===== src/rtl/ep0_arb_pkg.sv =====
// Shared types and field positions for the endpoint-0 register arbiter.
// Assumes an 8-bit register data path.
package ep0_arb_pkg;
    typedef enum logic [1:0] {
        TK_NONE  = 2'd0,
        TK_SETUP = 2'd1,
        TK_IN    = 2'd2,
        TK_OUT   = 2'd3
    } tok_kind_t;

    localparam int REG_W   = 8;
    localparam int B_SETUP = 7;
    localparam int B_IN    = 6;
    localparam int B_OUT   = 5;
    localparam int B_ACK   = 4;
endpackage


===== src/rtl/ep0_token_track.sv =====
// Tracks the latched token kind, the setup force window (data start to
// ACK start) and the setup hold, which survives until the CPU reads the
// mode register after the force window. Assumes the engine pulses each
// event for one cycle.
module ep0_token_track
    import ep0_arb_pkg::*;
(
    input  logic      clk,
    input  logic      rst_n,
    input  logic      tok_valid,
    input  tok_kind_t tok_kind,
    input  logic      data_start,
    input  logic      ack_start,
    input  logic      xact_end,
    input  logic      rd_mode,
    output tok_kind_t pend_kind,
    output logic      setup_ds,
    output logic      force_q,
    output logic      hold_q
);
    assign setup_ds = data_start && (pend_kind == TK_SETUP);

    // Latch the kind of the token in flight; a new token overrides the clear at transaction end.
    always_ff @(posedge clk) begin
        if (!rst_n)          pend_kind <= TK_NONE;
        else if (tok_valid)  pend_kind <= tok_kind;
        else if (xact_end)   pend_kind <= TK_NONE;
    end

    // Force window: from setup data start until ACK start or transaction end.
    always_ff @(posedge clk) begin
        if (!rst_n)                      force_q <= 1'b0;
        else if (ack_start || xact_end)  force_q <= 1'b0;
        else if (setup_ds)               force_q <= 1'b1;
    end

    // Hold: released by the first mode read after the force window.
    always_ff @(posedge clk) begin
        if (!rst_n)                     hold_q <= 1'b0;
        else if (setup_ds)              hold_q <= 1'b1;
        else if (rd_mode && !force_q)   hold_q <= 1'b0;
    end

    // the force window never exists without the hold.
    p_force_in_hold_r4: assert property (@(posedge clk) disable iff (!rst_n)
        force_q |-> hold_q);
endmodule


===== src/rtl/ep0_mode_reg.sv =====
// Mode register with sticky token bits, acknowledge bit and the write lock.
// Engine transaction-end updates take priority over CPU writes in the
// same cycle. Assumes rd_mode/wr_mode are already address-decoded.
module ep0_mode_reg
    import ep0_arb_pkg::*;
(
    input  logic             clk,
    input  logic             rst_n,
    input  logic             wr_mode,
    input  logic             rd_mode,
    input  logic [REG_W-1:0] wdata,
    input  logic             xact_end,
    input  logic             acked,
    input  tok_kind_t        pend_kind,
    input  logic             setup_ds,
    input  logic             hold_q,
    output logic [REG_W-1:0] mode_q,
    output logic             lock_q
);
    logic [REG_W-1:0] mode_d;

    // Next mode value: engine end wins, else CPU write filtered by hold and lock.
    always_comb begin
        mode_d = mode_q;
        if (xact_end) begin
            case (pend_kind)
                TK_SETUP: mode_d[B_SETUP] = 1'b1;
                TK_IN:    mode_d[B_IN]    = 1'b1;
                TK_OUT:   mode_d[B_OUT]   = 1'b1;
                default:  ;
            endcase
            if (acked) mode_d[B_ACK] = 1'b1;
        end else if (wr_mode) begin
            if (!hold_q) mode_d[B_SETUP] = wdata[B_SETUP];
            if (!lock_q) mode_d[B_SETUP-1:0] = wdata[B_SETUP-1:0];
        end
        if (setup_ds) mode_d[B_SETUP] = 1'b1;
    end

    // Mode register storage.
    always_ff @(posedge clk) begin
        if (!rst_n) mode_q <= '0;
        else        mode_q <= mode_d;
    end

    // Lock: set by every engine end, cleared by a mode read.
    always_ff @(posedge clk) begin
        if (!rst_n)        lock_q <= 1'b0;
        else if (xact_end) lock_q <= 1'b1;
        else if (rd_mode)  lock_q <= 1'b0;
    end

    p_sticky_keep_r2: assert property (@(posedge clk) disable iff (!rst_n)
        !wr_mode |=> ((mode_q[7:5] & $past(mode_q[7:5])) == $past(mode_q[7:5])));
    p_ack_set_r3: assert property (@(posedge clk) disable iff (!rst_n)
        (xact_end && acked) |=> mode_q[B_ACK]);
    p_locked_low_r5: assert property (@(posedge clk) disable iff (!rst_n)
        (lock_q && wr_mode && !xact_end) |=> (mode_q[6:0] == $past(mode_q[6:0])));
    p_engine_wins_r8: assert property (@(posedge clk) disable iff (!rst_n)
        (xact_end && wr_mode && pend_kind == TK_IN) |=> (mode_q[B_IN] && lock_q));
endmodule


===== src/rtl/ep0_cnt_reg.sv =====
// Byte-count register: toggle, data-valid and a count saturated at
// MAX_CNT; reserved bits are stored as zero. CPU-written only.
module ep0_cnt_reg
    import ep0_arb_pkg::*;
#(
    parameter int CNT_W   = 4,
    parameter int MAX_CNT = 8
) (
    input  logic             clk,
    input  logic             rst_n,
    input  logic             wr_cnt,
    input  logic [REG_W-1:0] wdata,
    output logic [REG_W-1:0] cnt_q
);
    localparam logic [CNT_W-1:0] MAXV  = CNT_W'(MAX_CNT);
    localparam int               RSV_W = REG_W - 2 - CNT_W;

    logic [CNT_W-1:0] cnt_sat;

    // Clamp an oversized count to the limit.
    always_comb cnt_sat = (wdata[CNT_W-1:0] > MAXV) ? MAXV : wdata[CNT_W-1:0];

    // Register storage; reserved field forced to zero.
    always_ff @(posedge clk) begin
        if (!rst_n)      cnt_q <= '0;
        else if (wr_cnt) cnt_q <= {wdata[REG_W-1:REG_W-2], {RSV_W{1'b0}}, cnt_sat};
    end

    p_count_legal_r7: assert property (@(posedge clk) disable iff (!rst_n)
        (cnt_q[CNT_W-1:0] <= MAXV) && (cnt_q[REG_W-3:CNT_W] == '0));
endmodule


===== src/rtl/ep0_buf_guard.sv =====
// Raises the buffer write inhibit when a CPU write targets one of the
// guarded address windows while the setup bit is set. Assumes windows do
// not need to be aligned.
module ep0_buf_guard #(
    parameter int                        AW       = 8,
    parameter int                        NWIN     = 2,
    parameter int                        WIN_SIZE = 8,
    parameter logic [NWIN-1:0][AW-1:0]   WIN_BASE = {8'hF8, 8'hE0}
) (
    input  logic          clk,
    input  logic          rst_n,
    input  logic          cpu_wr,
    input  logic [AW-1:0] cpu_addr,
    input  logic          setup_bit,
    output logic          inhibit
);
    logic [NWIN-1:0] hit;

    // One range compare per window, widened by a bit to avoid wrap.
    for (genvar i = 0; i < NWIN; i++) begin : g_win
        localparam logic [AW:0] LO = {1'b0, WIN_BASE[i]};
        localparam logic [AW:0] HI = LO + (AW+1)'(WIN_SIZE);
        assign hit[i] = ({1'b0, cpu_addr} >= LO) && ({1'b0, cpu_addr} < HI);
    end

    assign inhibit = cpu_wr && setup_bit && (|hit);

    p_inhibit_cause_r6: assert property (@(posedge clk) disable iff (!rst_n)
        inhibit |-> (cpu_wr && setup_bit));
endmodule


===== src/rtl/ep0_mode_arb.sv =====
// Top of the endpoint-0 register arbiter: decodes CPU accesses, joins the
// token tracker, mode and count registers, buffer guard and read mux.
// Assumes the register addresses lie outside the guarded windows.
module ep0_mode_arb
    import ep0_arb_pkg::*;
#(
    parameter int            AW        = 8,
    parameter logic [AW-1:0] MODE_ADDR = 8'h12,
    parameter logic [AW-1:0] CNT_ADDR  = 8'h11,
    parameter int            CNT_W     = 4,
    parameter int            MAX_CNT   = 8,
    parameter int            WIN_SIZE  = 8
) (
    input  logic             clk,
    input  logic             rst_n,
    input  logic             cpu_rd,
    input  logic             cpu_wr,
    input  logic [AW-1:0]    cpu_addr,
    input  logic [REG_W-1:0] cpu_wdata,
    output logic [REG_W-1:0] cpu_rdata,
    input  logic             eng_tok_valid,
    input  logic [1:0]       eng_tok_kind,
    input  logic             eng_data_start,
    input  logic             eng_ack_start,
    input  logic             eng_xact_end,
    input  logic             eng_acked,
    output logic             buf_wr_inhibit
);
    logic             rd_mode, wr_mode, rd_cnt, wr_cnt;
    logic             setup_ds, force_q, hold_q, lock_q;
    tok_kind_t        pend_kind;
    logic [REG_W-1:0] mode_q, cnt_q;

    assign rd_mode = cpu_rd && (cpu_addr == MODE_ADDR);
    assign wr_mode = cpu_wr && (cpu_addr == MODE_ADDR);
    assign rd_cnt  = cpu_rd && (cpu_addr == CNT_ADDR);
    assign wr_cnt  = cpu_wr && (cpu_addr == CNT_ADDR);

    ep0_token_track u_track (
        .clk(clk), .rst_n(rst_n), .tok_valid(eng_tok_valid),
        .tok_kind(tok_kind_t'(eng_tok_kind)), .data_start(eng_data_start),
        .ack_start(eng_ack_start), .xact_end(eng_xact_end), .rd_mode(rd_mode),
        .pend_kind(pend_kind), .setup_ds(setup_ds), .force_q(force_q), .hold_q(hold_q)
    );

    ep0_mode_reg u_mode (
        .clk(clk), .rst_n(rst_n), .wr_mode(wr_mode), .rd_mode(rd_mode),
        .wdata(cpu_wdata), .xact_end(eng_xact_end), .acked(eng_acked),
        .pend_kind(pend_kind), .setup_ds(setup_ds), .hold_q(hold_q),
        .mode_q(mode_q), .lock_q(lock_q)
    );

    ep0_cnt_reg #(.CNT_W(CNT_W), .MAX_CNT(MAX_CNT)) u_cnt (
        .clk(clk), .rst_n(rst_n), .wr_cnt(wr_cnt), .wdata(cpu_wdata), .cnt_q(cnt_q)
    );

    ep0_buf_guard #(.AW(AW), .NWIN(2), .WIN_SIZE(WIN_SIZE)) u_guard (
        .clk(clk), .rst_n(rst_n), .cpu_wr(cpu_wr), .cpu_addr(cpu_addr),
        .setup_bit(mode_q[B_SETUP]), .inhibit(buf_wr_inhibit)
    );

    // Registered read data: captures the pre-edge register value on a read.
    always_ff @(posedge clk) begin
        if (!rst_n)      cpu_rdata <= '0;
        else if (rd_mode) cpu_rdata <= mode_q;
        else if (rd_cnt)  cpu_rdata <= cnt_q;
        else if (cpu_rd)  cpu_rdata <= '0;
    end

    p_force_sets_bit_r4: assert property (@(posedge clk) disable iff (!rst_n)
        force_q |-> mode_q[B_SETUP]);
    p_read_unlocks_r5: assert property (@(posedge clk) disable iff (!rst_n)
        (rd_mode && !eng_xact_end) |=> !lock_q);
    p_read_value_r9: assert property (@(posedge clk) disable iff (!rst_n)
        rd_cnt |=> (cpu_rdata == $past(cnt_q)));
endmodule


===== config.mk =====
export PLATFORM = sky130hd
export DESIGN_NAME = ep0_mode_arb
export DESIGN_NICKNAME = d
export VERILOG_FILES = /design/src/rtl/ep0_arb_pkg.sv /design/src/rtl/ep0_token_track.sv /design/src/rtl/ep0_mode_reg.sv /design/src/rtl/ep0_cnt_reg.sv /design/src/rtl/ep0_buf_guard.sv /design/src/rtl/ep0_mode_arb.sv
export SDC_FILE = /design/constraint.sdc
export NUM_CORES = 1
export LEC_CHECK = 0
export BUFFER_PORTS_ARGS = -buffer_cell sky130_fd_sc_hd__buf_4
export CAP_MARGIN = 30
export CORE_UTILIZATION = 38
export DETAILED_ROUTE_END_ITERATION = 8
export GPL_TIMING_DRIVEN = 0
export SETUP_SLACK_MARGIN = 0.3
export SYNTH_ARGS = -nofsm -noshare
export SYNTH_HDL_FRONTEND = slang
export SYNTH_SLANG_ARGS = --single-unit

===== constraint.sdc =====
create_clock -name clk -period 1.4 [get_ports clk]
set_clock_uncertainty 0.05 [all_clocks]
set_input_delay 0.07 -clock clk [delete_from_list [all_inputs] [get_ports clk]]
set_output_delay 0.07 -clock clk [all_outputs]
set_load 0.005 [all_outputs]

==> results by group, run 1 <==
Yosys
  – Sequential share of the synthesized area: a little over two fifths
  – Adder-Cell Fraction of Synth Area: 0%
  – Top cells by area, synth: dfxtp_1, nand3b_1, nand2_1
  – Synth Instances: 140
  – Syn_nets: 167
  – Count of cell types in the netlist: 28
  – Post-synthesis cell area: 1280 µm²
  – Synth Area in XOR/XNOR: 0.686%
  – Simple-gate share of the synthesized area: 30.0%
  – Compound-Gate Fraction of Synth Area: a little under a fifth
  – Largest family of logic cells by synthesized area: simple AND/OR/NAND/NOR gates
  – Largest area contributor in the netlist: dfxtp_1
  – Yosys reg bits: 27
  – Avg Synthesized Cell Area: about 9 µm²
  – Post-synthesis mux area share: under 10%
  – Yosys warns: 0
  – Post-synth top area share: between 40 and 50%

Power and ir drop
  – Flop pwr share: between 50% and 60%
  – Clock Power Share: between 20% and 30%
  – Sw Pwr: approximately 0.33 mW
  – Max IR drop VDD: 0.527 mV
  – Lkg Pwr: between 0.7 and 0.8 nW
  – Power Density: 720 nW/µm²
  – Logic pwr share: 16.5%
  – Internal power: just over 1 mW
  – Net Sw Frac: roughly 24%

Setup path
  – Flop2flop setup slack: 0.23 ns
  – WP buf/inv: 0
  – CP required: 1.58 ns
  – Critical path launch point type: register
  – Worst setup EP type: register
  – Critical Setup Path Class: register to register
  – CP peak stage delay: roughly 0.36 ns
  – Critical path cell sequence: nand2b_4, nor2_4, or3_1, o211a_1
  – Worst R2R End: u_mode.mode_q[7]
  – R2r worst-path depth: 4
  – Slowest-stage cell, CP: dfxtp_2
  – Top delay family on crit path: simple AND/OR/NAND/NOR gates
  – Worst EP arrival: approximately 1.4 ns
  – Reg2reg start: u_track.pend_kind[1]
  – Worst-path maximum fanout: 3

Floorplan
  – Die W: 60.0 µm
  – Row count: 20
  – Die height: 60.0 µm
  – Initial Util: approximately 41%
  – Placeable Area: 3130 µm²
  – Die area: roughly 3600 µm²
  – IO Pins: 36

Routing
  – Drt total wl: between 3000 and 4000 µm
  – DR iter-0 viols: 46
  – Drt wl/cell: 13.1 µm
  – Post-route ant nets: 0
  – Via count: around 1.2k
  – Routed vias/inst: 5.08
  – Remaining DRCs: 0
  – Pre-antenna DRT Iters: 4

Clock tree
  – Bufs on Longest Clock Path: 2
  – CTS tree: built
  – Clk sink count: 27
  – CTS Buf Count: 3
  – Clock latency at the later pin of the worst-skew pair: around 0.32 ns
  – CTS root buf: clkbuf_4
  – H-tree depth: 1
  – Clock transition at path regs: approximately 0.14 ns

Timing
  – Fmax: between 0.8 and 0.9 GHz
  – RSZ-0062 raised after global routing: true
  – Setup TNS: 0 ns
  – Setup violation total in the final timing report: 0
  – Hold Vio Cnt, Final: 0
  – Setup slack after layout: roughly 0.23 ns
  – Fin crit period: between 1 and 1.5 ns
  – Final worst-path cycle share: 83.5%
  – Slew at the pin closest to its max-slew limit: between 0.5 and 0.6 ns
  – Max_slew headroom: approximately 63%
  – Pins Over Slew Limit: 0

Place
  – Gp weighted congestion: slightly above 0.7
  – Placed Cells incl. Taps: 218
  – Dpl ws: roughly 0.025 ns
  – Input/output buffers: 34
  – Post-DP HPWL: 2210 µm

Global route
  – Global-route wire length before repair: slightly above 5000 µm
  – Largest net degree at the start of global routing: 15
  – Vias in the first global route: 1156
  – Gr usage total: a little under 20%
  – Initial antenna violation count: 0
  – Global route overflow: 0

Finish
  – P&R area growth vs syn: 45.7%
  – Diodes inserted: 0
  – Leading cell type in the layout, fill and taps excluded: buf_4
  – Cell Count, Final, Fillers Out: about 240
  – Commonest non-fill, non-tap cells in the layout: buf_4, dfxtp_1, nand2_1, dlygate4sd3_1, nand3b_1
  – Final Core Density: between 50% and 60%
  – Nets@finish: about 230
  – Layout fillers: 306
  – Share of post-route cells with drive strength above 1: 34.0%

Worst hold path
  – HP Class: primary input to register
  – Hold path endpoint: cpu_rdata[4]
  – HP Start: cpu_addr[0]
  – Hold path depth: 4

Job
  – Max_cap viols: 0

Run status
  – Status: finished clean
through the flow:
stage	hold slack [ns]	instance area [µm²]	total power, mW
floorplan	0.0993	1310	0.885
global placement	0.188	1620	0.976
detailed placement	0.195	1620	0.978
CTS	0.0320	1840	1.35
global route	0.0327	1860	1.40
finish	0.0520	1860	1.34
sequential cells by signal, summed over array words and instances (netlist names):
signal / count
u_mode.lock_q: 1
u_track.hold_q: 1
cpu_rdata: 8
u_track.force_q: 1
u_mode.mode_q: 8
u_cnt.cnt_q: 6
u_track.pend_kind: 2
logic make-up (layout without fill, tap and decap cells):
| kind of cell | after synthesis | count (layout) |
|---|---|---|
| flops | 27 | 27 |
| simple gates | 60 | 61 |
| buf+inv | 12 | 68 |
| compound gates | 36 | 36 |
| mux | 4 | 4 |
| xor+xnor | 1 | 1 |
worst max-delay path by stage:
| stage | from | end | slack, ns | cells after the start |
|---|---|---|---|---|
| 3_5_place_dp | cpu_addr[5] | u_mode.mode_q[1] | 0.02 | 5 |
| 5_1_grt | u_track.pend_kind[1] | u_mode.mode_q[7] | 0.18 | 4 |
| 2_1_floorplan | u_track.pend_kind[1] | u_mode.mode_q[7] | 0.27 | 4 |
| 6_report | u_track.pend_kind[1] | u_mode.mode_q[7] | 0.23 | 4 |
| 4_1_cts | u_track.pend_kind[1] | u_mode.mode_q[7] | 0.23 | 4 |
| 3_3_place_gp | cpu_addr[5] | u_cnt.cnt_q[2] | 0.03 | 6 |
cell usage after synthesis:
| library cell | n |
|---|---|
| nand4_1 | 1 |
| nor2b_1 | 8 |
| nand3_1 | 10 |
| mux2i_1 | 4 |
| and2_2 | 2 |
| nor4b_1 | 1 |
| xor2_1 | 1 |
| nor4b_4 | 2 |
| nand3b_1 | 11 |
| clkbuf_1 | 7 |
| o211a_1 | 4 |
| or3_1 | 1 |
| nand4_4 | 1 |
| nor3b_1 | 1 |
| nand2b_1 | 1 |
| nor3_1 | 2 |
| dfxtp_1 | 27 |
| o21ai_1 | 5 |
| nand2_1 | 15 |
| inv_1 | 3 |
| a21oi_1 | 5 |
| a311o_1 | 1 |
| o21ai_2 | 3 |
| a31oi_1 | 4 |
| buf_6 | 2 |
| o21ai_0 | 8 |
| nor2_1 | 4 |
| a22o_1 | 6 |
per-layer routing:
| layer | share of wire (%) | global-route usage, % | vias up |
|---|---|---|---|
| met2 | 47 | 33.0 | 38 |
| li1 | - | - | 624 |
| met1 | 47 | 24.3 | 559 |
| met3 | 3.7 | 3.90 | 4 |
| met4 | 1.4 | 5.32 | 0 |
| met5 | 0 | 0 | - |
area by class of cell:
type / instances / area (µm²) / share of cell area [%]
repair buffers: 52 / 423 / 22.7
plain buffers: 9 / 48.8 / 2.62
multi-input cells: 102 / 749 / 40.3
inverters: 3 / 11.3 / 0.606
well taps: 44 / 55.1 / 2.96
flip-flops and latches: 27 / 546 / 29.3
clock buffers: 4 / 26.3 / 1.41
power groups by stage:
stage / clock network [mW] / logic [mW] / registers, mW
final: 0.328 / 0.221 / 0.789
after global routing: 0.372 / 0.239 / 0.791
after CTS: 0.343 / 0.218 / 0.789
after detailed placement: 0 / 0.174 / 0.805
after global placement: 0 / 0.171 / 0.804
after floorplan: 0 / 0.0824 / 0.803
tightest hold or removal path: cells and delay by family:
| family | cells | cell delay [ns] |
|---|---|---|
| simple gates | 2 | 0.13 |
| buf+inv | 1 | 0.10 |
| compound gates | 1 | 0.07 |
repair_timing:
item	CTS	global route
buffers inserted	3	2
hold endpoints to repair	18	0
cloned	1	0
hold buffers	13	0
endpoints found under the setup margin	9	19
resized for setup	7	3
pin swaps	2	2
Note: power is estimated with default switching activity, not from simulation.
==> inputs of run 2 (changes only) <==
- ABC_AREA: unset -> 1
- clock period: 1.4 -> 1.15 ns (I/O delays scaled with it)
==> run 2 against run 1 <==
  * The flow now finishes with violations (setup timing)
  * Sequential share of layout area decreased by 1.1 points
  * Die area fell by 4.1%
  * Critical path depth fell by 1
  * Setup slack worse by 0.31 ns
  * Flip-flop and latch count is the same
  * Count of clock-buffer cells in the layout down 1
  * Register-to-register slack got worse by 0.16 ns
  * First-iteration DRC count shrank 63%
  * Clock power rose by 23%
  * Utilization is 5.0 points higher
  * Total power up 22%
  * Critical endpoint is now buf_wr_inhibit
==> results by group, run 2 <==
Job
  – Max_cap viols: 0

Timing
  – Final worst-path cycle share: 107%
  – Setup violation total in the final timing report: 1
  – Fin crit period: 1.23 ns
  – Pins Over Slew Limit: 0
  – Setup slack after layout: -0.0836 ns
  – Hold Vio Cnt, Final: 0
  – Slew at the pin closest to its max-slew limit: about 0.53 ns
  – Max_slew headroom: 64.6%
  – Fmax: 0.811 GHz
  – RSZ-0062 raised after global routing: true

Place
  – Placed Cells incl. Taps: between 200 and 300
  – Input/output buffers: 35
  – Gp weighted congestion: between 0.7 and 0.8
  – Post-DP HPWL: approximately 2100 µm
  – Dpl ws: -0.0939 ns

Setup path
  – Critical Setup Path Class: register to output port
  – Critical path launch point type: register
  – CP endpoint: buf_wr_inhibit
  – Worst R2R End: u_mode.mode_q[7]
  – Reg2reg start: u_track.pend_kind[0]
  – Worst EP arrival: 1.13 ns
  – Worst-path maximum fanout: 3
  – CP required: roughly 1.0 ns
  – Flop2flop setup slack: around 0.07 ns
  – Worst setup EP type: output port
  – R2r worst-path depth: 10
  – Crit path from: u_mode.mode_q[7]

Finish
  – Commonest non-fill, non-tap cells in the layout: nand2_1, buf_4, nand3_1, dfxtp_1
  – Cell Count, Final, Fillers Out: between 200 and 300
  – Share of post-route cells with drive strength above 1: 42.4%
  – Layout fillers: 285
  – P&R area growth vs syn: 61.0%
  – Diodes inserted: 0
  – Final Core Density: between 60% and 70%
  – Top flop regs: cpu_rdata: 8 flops, u_mode.mode_q: 8 flops, u_cnt.cnt_q: 6 flops
  – Leading cell type in the layout, fill and taps excluded: nand2_1
  – Nets@finish: roughly 260

Global route
  – Global route overflow: 0
  – Gr usage total: about a fifth
  – Initial antenna violation count: 0
  – Global-route wire length before repair: about 5000 µm
  – Largest net degree at the start of global routing: 16
  – Vias in the first global route: 1158

Run status
  – Status: complete, but fails checks
  – Violated checks: setup timing

Yosys
  – Compound-Gate Fraction of Synth Area: roughly a tenth
  – Top-count cell post-synth: nand2_1
  – Commonest cells in the netlist: nand2_1, dfxtp_1, inv_1
  – Synth Instances: roughly 180
  – Syn_nets: ~200
  – Top cells by area, synth: dfxtp_1, nand2_1, a21oi_1
  – Post-synthesis mux area share: 0%
  – Post-synth EDFFs: 0
  – Post-synthesis cell area: approximately 1200 µm²
  – Share of flip-flops with an asynchronous set or reset: 0%
  – Avg Synthesized Cell Area: between 6 and 7 µm²
  – Simple-gate share of the synthesized area: between 30% and 40%
  – Largest family of logic cells by synthesized area: simple AND/OR/NAND/NOR gates
  – Main synth FF type: dfxtp_1
  – Sequential share of the synthesized area: 44.2%
  – Yosys warns: 0
  – Adder-Cell Fraction of Synth Area: 0%
  – Post-synth top area share: between 40 and 50%
  – Largest area contributor in the netlist: dfxtp_1
  – Count of cell types in the netlist: 23
  – Synth Area in XOR/XNOR: 0%
  – Yosys reg bits: 27

Clock tree
  – CTS Buf Count: 3
  – Clock transition at path regs: 0.14 ns
  – CTS tree: built
  – Bufs on Longest Clock Path: 2
  – Clock latency at the later pin of the worst-skew pair: around 0.33 ns
  – H-tree depth: 1
  – CTS root buf: clkbuf_4
  – Clk sink count: 27

Routing
  – Post-route ant nets: 0
  – Via count: about 1.3k
  – Pre-antenna DRT Iters: 4
  – DR iter-0 viols: 17
  – Drt total wl: about 3000 µm
  – Routed vias/inst: about 4.6
  – WL met3: between 100 and 150 µm
  – Wire length on met2: 1580 µm
  – Drt wl/cell: around 11 µm
  – DR top layer: met4
  – Remaining DRCs: 0
  – M1 WL: roughly 1300 µm

Floorplan
  – Die area: 3450 µm²
  – Row count: 20
  – Initial Util: between 40% and 50%
  – IO Pins: 36
  – Die height: between 50 and 60 µm
  – Placeable Area: about 3000 µm²
  – Die W: 58.7 µm

Power and ir drop
  – Clock Power Share: about a quarter
  – Net Sw Frac: 25.4%
  – Logic pwr share: between 10% and 20%
  – Power Density: 833 nW/µm²
  – Internal power: ~1.2 mW
  – Lkg Pwr: ~0.90 nW
  – Total power: around 1.6 mW
  – Max IR drop VDD: between 0.6 and 0.7 mV
  – Sw Pwr: between 0.4 and 0.5 mW
  – Flop pwr share: 58.8%

Worst hold path
  – HP Class: primary input to register
run 2: cell types whose count changed in the layout (fill, tap and decap cells not counted), sizes merged, moves of 6 or more:
cell    change
nand2      +51
inv        +18
nor2       +14
o21ai      -13
a21oi      +12
nand3b     -10
nand3       +8
nor2b       -8
clkbuf      -7
a22o        -6
run 2: repair_timing:
action                                  CTS  global route
gates cloned                              2             0
buffers inserted                          2             1
pin swaps                                 2            15
endpoints found under the setup margin   21            29
hold buffers                             15             0
gates resized for setup                  30            28
hold endpoints to repair                 15             0
run 2: layout make-up:
type / instances / area (µm²) / area share, %
Clock buffer: 3 / 22.5 / 1.14
Sequential cell: 27 / 556 / 28.2
Timing Repair Buffer: 53 / 475 / 24.2
Multi-Input combinational cell: 127 / 727 / 36.9
Inverter: 23 / 119 / 6.04
Clock inverter: 1 / 5.00 / 0.254
Tap cell: 44 / 55.1 / 2.80
Buffer: 2 / 8.76 / 0.445
run 2: per-stage QoR:
stage	hold slack, ns	TNS, ns	area, µm²
floorplan	0.130	0	1270
global placement	0.230	-0.341	1590
detailed placement	0.239	-0.417	1590
CTS	0.0322	-0.103	1880
global route	0.0352	-0.186	1970
finish	0.0464	-0.0836	1970
run 2: cell families (layout without fill, tap and decap cells):
kind of cell | after synthesis | after routing
compound gates | 23 | 23
buf+inv | 25 | 82
simple gates | 102 | 104
flops | 27 | 27
run 2: worst max-delay path: stages (launching register included):
cell	delay (ns)
dfxtp_2	0.37
o21ai_2	0.05
a2111oi_2	0.20
buf_4	0.17
run 2: worst min path at each step:
stage / startpoint / endpoint / slack, ns / depth (start not counted)
6_report: eng_data_start / u_track.force_q / 0.05 / 4
3_5_place_dp: cpu_wdata[4] / u_mode.mode_q[4] / 0.24 / 3
5_1_grt: eng_data_start / u_track.force_q / 0.04 / 4
2_1_floorplan: cpu_addr[4] / buf_wr_inhibit / 0.13 / 1
3_3_place_gp: cpu_wdata[5] / u_mode.mode_q[5] / 0.23 / 3
4_1_cts: eng_xact_end / u_mode.mode_q[1] / 0.03 / 4
run 2: power groups by stage:
stage	sequential, mW	combinational [mW]	clock (mW)
floorplan	0.979	0.0873	0
global placement	0.982	0.190	0
detailed placement	0.981	0.194	0
CTS	0.963	0.251	0.422
global route	0.966	0.296	0.455
finish	0.964	0.273	0.402
run 2: metal layers:
| metal | vias up | GRT usage (%) |
|---|---|---|
| met5 | - | 0 |
| met4 | 0 | 7.48 |
| met3 | 4 | 4.40 |
| met1 | 581 | 21.8 |
| li1 | 677 | - |
| met2 | 29 | 34.5 |
